==> config.mk <==
export PLATFORM = sky130hd
export DESIGN_NAME = trkseek_top
export DESIGN_NICKNAME = d
export VERILOG_FILES = /design/src/rtl/trk_pkg.sv /design/src/rtl/trk_sync_edge.sv /design/src/rtl/trk_pass_counter.sv /design/src/rtl/trk_seek_ctrl.sv /design/src/rtl/trkseek_top.sv
export SDC_FILE = /design/constraint.sdc
export NUM_CORES = 1
export LEC_CHECK = 0
export CORE_MARGIN = 1
export CORE_UTILIZATION = 60
export CTS_BUF_LIST = sky130_fd_sc_hd__clkbuf_2
export DETAILED_ROUTE_END_ITERATION = 12
export DONT_BUFFER_PORTS = 1
export PLACE_DENSITY = 0.76
export SLEW_MARGIN = 10
export SYNTH_ARGS = -nofsm -noshare
export SYNTH_HDL_FRONTEND = slang
export SYNTH_SLANG_ARGS = --single-unit
==> constraint.sdc <==
create_clock -name clk -period 2.75 [get_ports clk]
set_input_delay 0.55 -clock clk [delete_from_list [all_inputs] [get_ports clk]]
set_output_delay 0.55 -clock clk [all_outputs]
set_load 0.01 [all_outputs]
==> src/rtl/trk_pkg.sv <==
// Package: shared width default and the event record that the pass
// counter hands to the controller.
package trk_pkg;
    localparam int TRK_CNT_W = 16;

    // Events raised by the counter for one crossing edge
    typedef struct packed {
        logic half_hit;   // this edge reached the halfway count
        logic pass_end;   // this edge completed the pass
    } trk_evt_t;
endpackage

==> src/rtl/trk_sync_edge.sv <==
// trk_sync_edge: brings an asynchronous level into the clock domain
// through STAGES flops and gives a one-cycle pulse on each rising edge.
// Assumes each input pulse is high and low for at least STAGES cycles.
module trk_sync_edge #(
    parameter int STAGES = 2
) (
    input  logic clk,
    input  logic rst_n,
    input  logic din,
    output logic rise
);
    logic [STAGES-1:0] sync_q;
    logic              prev_q;

    // Synchronizer chain built stage by stage
    genvar g;
    generate
        for (g = 0; g < STAGES; g++) begin : g_stage
            if (g == 0) begin : g_first
                // First stage samples the raw input
                always_ff @(posedge clk) begin
                    if (!rst_n) sync_q[0] <= 1'b0;
                    else        sync_q[0] <= din;
                end
            end else begin : g_next
                // Later stages shift the sample along
                always_ff @(posedge clk) begin
                    if (!rst_n) sync_q[g] <= 1'b0;
                    else        sync_q[g] <= sync_q[g-1];
                end
            end
        end
    endgenerate

    // Delayed copy of the synchronized level, used for edge detection
    always_ff @(posedge clk) begin
        if (!rst_n) prev_q <= 1'b0;
        else        prev_q <= sync_q[STAGES-1];
    end

    assign rise = sync_q[STAGES-1] & ~prev_q;
endmodule

==> src/rtl/trk_pass_counter.sv <==
// trk_pass_counter: counts crossings inside one pass of target+1 crossings.
// It reports the halfway edge and the completing edge, and wraps to zero
// by itself. Assumes clr takes priority over cnt_en.
module trk_pass_counter
    import trk_pkg::*;
#(
    parameter int CNT_W = TRK_CNT_W
) (
    input  logic             clk,
    input  logic             rst_n,
    input  logic             clr,
    input  logic             cnt_en,
    input  logic [CNT_W-1:0] target,
    output logic [CNT_W-1:0] cnt_q,
    output trk_evt_t         evt
);
    logic [CNT_W:0]   half_wide;
    logic [CNT_W-1:0] half_pt;
    logic [CNT_W-1:0] cnt_nxt;

    // Halfway point (target+1)/2, computed one bit wider to avoid overflow
    always_comb begin
        half_wide = ({1'b0, target} + {{CNT_W{1'b0}}, 1'b1}) >> 1;
        half_pt   = half_wide[CNT_W-1:0];
        cnt_nxt   = cnt_q + {{(CNT_W-1){1'b0}}, 1'b1};
    end

    // Event decode for the current crossing edge
    always_comb begin
        evt.pass_end = cnt_en && !clr && (cnt_q == target);
        evt.half_hit = cnt_en && !clr && !evt.pass_end && (cnt_nxt == half_pt);
    end

    // Crossing count: clear, wrap at end of pass, or step
    always_ff @(posedge clk) begin
        if (!rst_n)            cnt_q <= '0;
        else if (clr)          cnt_q <= '0;
        else if (evt.pass_end) cnt_q <= '0;
        else if (cnt_en)       cnt_q <= cnt_nxt;
    end
endmodule

==> src/rtl/trk_seek_ctrl.sv <==
// trk_seek_ctrl: holds the active state of the check and the progress flag,
// and selects what the monitor output shows. Priority: stop, then
// start or load, then counter events. wr_strobe is assumed synchronous.
module trk_seek_ctrl
    import trk_pkg::*;
(
    input  logic     clk,
    input  logic     rst_n,
    input  logic     wr_strobe,
    input  logic     stop_cmd,
    input  logic     load_valid,
    input  logic     subq_ready,
    input  trk_evt_t evt,
    output logic     active_q,
    output logic     restart,
    output logic     mon_out
);
    logic strobe_prev_q;
    logic strobe_fall;
    logic mon_q;

    // Previous strobe level, used to find its falling edge
    always_ff @(posedge clk) begin
        if (!rst_n) strobe_prev_q <= 1'b0;
        else        strobe_prev_q <= wr_strobe;
    end

    assign strobe_fall = strobe_prev_q & ~wr_strobe;
    assign restart     = stop_cmd | strobe_fall | load_valid;

    // Check-active state: set by strobe fall, cleared by stop
    always_ff @(posedge clk) begin
        if (!rst_n)           active_q <= 1'b0;
        else if (stop_cmd)    active_q <= 1'b0;
        else if (strobe_fall) active_q <= 1'b1;
    end

    // Progress flag: high from the halfway edge until the end of the pass
    always_ff @(posedge clk) begin
        if (!rst_n)            mon_q <= 1'b0;
        else if (restart)      mon_q <= 1'b0;
        else if (evt.pass_end) mon_q <= 1'b0;
        else if (evt.half_hit) mon_q <= 1'b1;
    end

    assign mon_out = active_q ? mon_q : subq_ready;
endmodule

==> src/rtl/trkseek_top.sv <==
// trkseek_top: track crossing counter for seeks. Holds the loaded pass
// value and connects the synchronizer, the pass counter and the controller.
// Assumes load_valid and stop_cmd are one-cycle synchronous pulses.
module trkseek_top
    import trk_pkg::*;
#(
    parameter int CNT_W       = TRK_CNT_W,
    parameter int SYNC_STAGES = 2
) (
    input  logic             clk,
    input  logic             rst_n,
    input  logic             load_valid,
    input  logic [CNT_W-1:0] load_count,
    input  logic             wr_strobe,
    input  logic             stop_cmd,
    input  logic             cross_in,
    input  logic             subq_ready,
    output logic             track_off,
    output logic             mon_out
);
    logic [CNT_W-1:0] target_q;
    logic [CNT_W-1:0] cnt_q;
    logic             cross_rise;
    logic             active_q;
    logic             restart;
    logic             cnt_en;
    trk_evt_t         evt;

    // Pass value register, written by the load command
    always_ff @(posedge clk) begin
        if (!rst_n)          target_q <= '0;
        else if (load_valid) target_q <= load_count;
    end

    trk_sync_edge #(.STAGES(SYNC_STAGES)) u_sync (
        .clk  (clk),
        .rst_n(rst_n),
        .din  (cross_in),
        .rise (cross_rise)
    );

    assign cnt_en = active_q & cross_rise;

    trk_pass_counter #(.CNT_W(CNT_W)) u_cnt (
        .clk   (clk),
        .rst_n (rst_n),
        .clr   (restart),
        .cnt_en(cnt_en),
        .target(target_q),
        .cnt_q (cnt_q),
        .evt   (evt)
    );

    trk_seek_ctrl u_ctrl (
        .clk       (clk),
        .rst_n     (rst_n),
        .wr_strobe (wr_strobe),
        .stop_cmd  (stop_cmd),
        .load_valid(load_valid),
        .subq_ready(subq_ready),
        .evt       (evt),
        .active_q  (active_q),
        .restart   (restart),
        .mon_out   (mon_out)
    );

    assign track_off = active_q;
endmodule

Yosys cells after proc, flatten, opt, wreduce, memory -nomap -nowiden
Cells that the tools add are included.
{"block": "word_totals", "reg_bits": 38, "in_bits": 23, "output_inout_bits": 2, "wordCells": 29}
{"block": "op_classes", "add_sub_neg": 2, "n_eq_ne": 2, "muxes": 1, "n_bitwise": 8, "reduce_logical": 8}
{"cell": "16-bit equality test", "count": 2}
{"cell": "16-bit by 1-bit adder with 17-bit output (second input constant)", "count": 1}
{"cell": "16-bit by 1-bit adder with 16-bit output (second input constant)", "count": 1}
{"cell": "1-bit logical AND", "count": 4}
{"cell": "1-bit AND", "count": 3}
{"cell": "1-bit inverter", "count": 3}
{"cell": "3-bit OR reduction", "count": 1}
{"cell": "1-bit logical NOT", "count": 2}
{"cell": "1-bit OR", "count": 2}
{"cell": "2-bit OR reduction", "count": 1}
{"cell": "1-bit two-way mux", "count": 1}

Longest topological paths before layout
{"block": "logic_depth", "ltp_word": 10, "depth_mapped": 9, "depth_no_buf": 8}

Cells and area by module
A second synthesis with hierarchy kept.
{"block": "hier_totals", "cells_unflattened": 292, "area_unflattened_um2": 2612.5}
{"module": "trk_pass_counter", "instances": 1, "cells_each": 220, "area_each_um2": 1765.4, "seq_area_each_um2": 320.3}
{"module": "trkseek_top", "instances": 1, "cells_each": 52, "area_each_um2": 621.8, "seq_area_each_um2": 320.3}
{"module": "trk_seek_ctrl", "instances": 1, "cells_each": 13, "area_each_um2": 132.6, "seq_area_each_um2": 60.1}
{"module": "trk_sync_edge", "instances": 1, "cells_each": 7, "area_each_um2": 92.6, "seq_area_each_um2": 60.1}

Least setup slack after synthesis
OpenSTA, ideal clock, no wires.
{"block": "synth_path", "path_kind": "reg-to-reg", "from": "reg u_cnt.cnt_q[1]", "to": "reg u_ctrl.mon_q", "setup_ns": 0.127, "t_arrival_ns": 1.699, "required_time_ns": 2.623, "path_slack_ns": 0.925, "stages_incl_launch_ff": 10, "path_buffers": 1, "period_less_slack_ns": 1.825, "cell_sequence": "dfxtp_1 -> ha_1 -> clkbuf_1 -> nand3_1 -> xnor2_1 -> or2_0 -> a31oi_1 -> and4b_1 -> nand4_1 -> o22ai_2"}
{"block": "synth_via", "elab_chain_len": 5, "word_cells_on_any_way": 8, "cone_classes": "1 x add/sub; 2 x eq/ne; 5 x reduce/logical"}
{"element": "start: declaration", "line": "trk_pass_counter.sv:14", "rtl": "output logic [CNT_W-1:0] cnt_q,"}
{"element": "start signal: assignment", "line": "trk_pass_counter.sv:39", "rtl": "else if (cnt_en) cnt_q <= cnt_nxt;"}
{"element": "parallel branches: the longest is 5 deep, another holds 16-bit by 1-bit adder with 16-bit output"}
{"element": "end signal: assignment", "line": "trk_seek_ctrl.sv:40", "rtl": "if (!rst_n) mon_q <= 1'b0;"}
{"element": "end signal: assignment", "line": "trk_seek_ctrl.sv:41", "rtl": "else if (restart) mon_q <= 1'b0;"}
{"element": "end signal: assignment", "line": "trk_seek_ctrl.sv:42", "rtl": "else if (evt.pass_end) mon_q <= 1'b0;"}
{"element": "end: declaration", "line": "trk_seek_ctrl.sv:20", "rtl": "logic mon_q;"}
Several ways; the timed one is not identified.
A chain may end at the register's enable or synchronous reset.

Final worst setup path
{"block": "layout_path", "from": "reg u_cnt.cnt_q[0]", "to": "reg u_cnt.cnt_q[12]"}
{"block": "layout_via", "elab_chain_len": 3, "word_cells_on_any_way": 4, "cone_classes": "1 x add/sub; 1 x eq/ne; 2 x reduce/logical"}
{"element": "parallel branches: the longest is 3 deep, another holds 16-bit by 1-bit adder with 16-bit output"}
Several ways; the timed one is not identified.

==> results by group <==
Yosys
  • Number of flops mapped to enable cells by yosys: 0
  • Seq/Total Area, Yosys: 30.1%
  • Syn_nets: 317
  • Ys Warns: 0
  • Async SR Flop Fraction: 0%
  • Post-synthesis cell count: between 200 and 300
  • Top_reg_cell synth: dfxtp_1
  • Post-synth cell types: 37
  • Post-Synthesis Cell Area: 2530 um^2
  • #FFs+latches synth: 38
  • Syn_area_per_cell: just under 9 um^2

Setup path
  • Arrival time worst endpoint: 2590 ps
  • Worst path max stage delay: 530 ps
  • Crit end category: flop
  • Path type of the worst setup path: reg -> reg
  • Worst-path maximum fanout: 7
  • Slowest cell on the critical path: dfxtp_1
  • Worst Path Required: 3110 ps
  • Crit path cell chain: ha_1 > nand3_1 > nor2_1 > and3_1 > nand2_1 > or3_1 > a21oi_1
  • Critical Path Start Type: flop

Routing
  • Routed vias: 1814
  • Wire length on met2: 2.28 mm
  • Routed Antenna Nets: 0
  • Vias per cell: 5.58
  • Final WL: between 5 and 6 mm
  • TritonRoute pass-1 iters: 4
  • DRC viols: 0
  • DRT met1 WL: 2.49 mm
  • Highest metal used: met4
  • Initial DRC Count: 93
  • WL met3: roughly 210 um
  • Wirelength per Cell: 15.6 um

Clock tree
  • Clock-pin slew on the worst setup and hold paths: 210 ps
  • Clock buffer depth: 2
  • Clk root buf: clkbuf_2
  • Post-CTS Resized: 0
  • Hold-fix buffers at CTS: 0
  • CTS tree: built
  • Clk Latency, worst-skew pair: 420 ps
  • TritonCTS buffer count: 5
  • Post-CTS setup buffers: 0
  • H-tree levels: 2
  • Clk sinks: 38

GRT
  • Largest net degree at the start of global routing: 23
  • GR Util All Layers: around a quarter
  • Initial antenna violation count: 0
  • GRT Residual Overflow: 0
  • First-pass GRT wire length: around 8.2 mm
  • Vias in the first global route: 1672

Timing
  • Fin. Hold Viols: 0
  • Max Clock Freq: 449 MHz
  • Worst hold slack: 160 ps
  • Setup-failing EPs final: 0
  • TNS Setup: 0 ps
  • Least-Margin Pin Slew: around 400 ps
  • RSZ-0062 raised after global routing: false
  • Fin crit share: 81.0%
  • Pins Over Slew Limit: 0
  • Clock Skew: 10.7 ps
  • Minimum clock period: 2230 ps
  • Worst slew margin: 73.0%

Min path
  • Class of the worst hold path: in -> reg

Layout
  • Final Util: 62.9%
  • Nets: 299
  • Area added between synthesis and finish: 0.248%
  • Antenna cell count: 0
  • Layout cells sized above 1: 7.27%
  • Finished Cell Area: 2530 um^2
  • Most frequent cells in the layout: xnor2_1, dfxtp_1, nor2_1, nand2_1, xor2_1
  • Commonest non-fill, non-tap cell in the layout: xnor2_1

Run status
  • Status: completed

Placed design
  • RePlAce Congestion: 0.911
  • Post-DP HPWL: around 4 mm
  • I/O Buffers: 0
  • Post-DP Area: between 2000 and 2500 um^2

Pwr
  • Pwr/cell area: 417 nW/um^2
  • VDD IR-drop max: 0.269 mV
  • Leakage: 0.869 nW

Die
  • Row count: 23
  • Initial core utilization: a little over three fifths
  • Boundary Pins: 25
  • Die ar.: about 4500 um^2
  • Core area: 4030 um^2
  • Die Span Y: 66.9 um
  • Die Span X: 66.9 um

Run
  • Max-cap violations: 0
==> cells by family (layout without fill, tap and decap cells) <==
| family | after synthesis | count (layout) | share of synthesized area [%] |
|---|---|---|---|
| AND/OR/NAND/NOR | 122 | 122 | 28.7 |
| XOR/XNOR | 69 | 69 | 23.9 |
| flip-flops | 38 | 38 | 30.1 |
| buffers and inverters | 31 | 14 | 6.34 |
| multiplexers | 17 | 17 | 6.78 |
| AO/OA/AOI/OAI | 13 | 13 | 3.22 |
| adder cells (fa/ha/maj) | 2 | 2 | 0.990 |
==> synthesized netlist by cell type (4+ instances only) <==
| cell type | instances | share of area, % |
|---|---|---|
| and2_1 | 4 | 0.99 |
| buf_2 | 13 | 2.6 |
| buf_4 | 7 | 2.1 |
| clkbuf_1 | 7 | 1.0 |
| dfxtp_1 | 38 | 30 |
| mux2i_1 | 16 | 6.3 |
| nand2_1 | 19 | 2.8 |
| nand3_1 | 10 | 2.0 |
| nand4_1 | 14 | 3.5 |
| nor2_1 | 26 | 3.9 |
| nor2b_1 | 18 | 4.5 |
| nor3_1 | 9 | 1.8 |
| o21ai_0 | 5 | 0.99 |
| or3_1 | 5 | 1.2 |
| xnor2_1 | 50 | 17 |
| xor2_1 | 19 | 6.6 |
==> final timing paths <==
check                                       to  slack (ps)  depth (start not counted)                   startpoint
setup / recovery  u_cnt.cnt_q[12]$_SDFFE_PP0P_         520                          7  u_cnt.cnt_q[0]$_SDFFE_PP0P_
hold / removal    u_ctrl.active_q$_SDFFE_PP0P_         160                          1                     stop_cmd
setup reg to reg  u_cnt.cnt_q[12]$_SDFFE_PP0P_         520                          7  u_cnt.cnt_q[0]$_SDFFE_PP0P_
hold reg to reg    u_sync.sync_q[1]$_SDFF_PN0_         470                          1  u_sync.sync_q[0]$_SDFF_PN0_
==> metal layers <==
metal,global-route usage (%),vias to the layer above
met5,0,-
met4,8.51,0
met3,6.51,9
met2,38.0,40
met1,34.4,830
li1,-,935
==> flip-flops by register name, summed over array words and instances, names as in the netlist <==
register,count
u_cnt.cnt_q,16
u_ctrl.strobe_prev_q,1
u_sync.sync_q,2
u_sync.prev_q,1
u_ctrl.mon_q,1
u_ctrl.active_q,1
target_q,16
==> per-stage QoR <==
stage	instances	setup WS (ps)	power, mW
6_report	325	524	1.06
3_3_place_gp	317	609	0.702
5_1_grt	325	344	1.10
4_1_cts	325	551	1.06
3_5_place_dp	317	605	0.705
2_1_floorplan	292	925	0.696
==> layout make-up <==
type,instances,area [um^2]
Timing Repair Buffer,3,22.5
Tap cell,50,62.6
Fill cell,370,1500
Inverter,3,11.3
Clock buffer,5,25.0
Multi-Input combinational cell,223,1610
Sequential cell,38,761
Clock inverter,3,45.0
==> critical path, delay by kind of cell, from the launching register on <==
family | cells | cell delay [ps]
simple gates | 5 | 1090
flops | 1 | 530
fa+ha+maj | 1 | 350
compound gates | 1 | 190
==> power breakdown <==
part           total (mW)  leakage (nW)  switching (mW)  internal [mW]
Sequential          0.597         0.310          0.0282          0.569
Clock               0.362        0.0352           0.209          0.152
Combinational      0.0975         0.523          0.0407         0.0568
No activity file was read; power rests on OpenSTA's default activity.
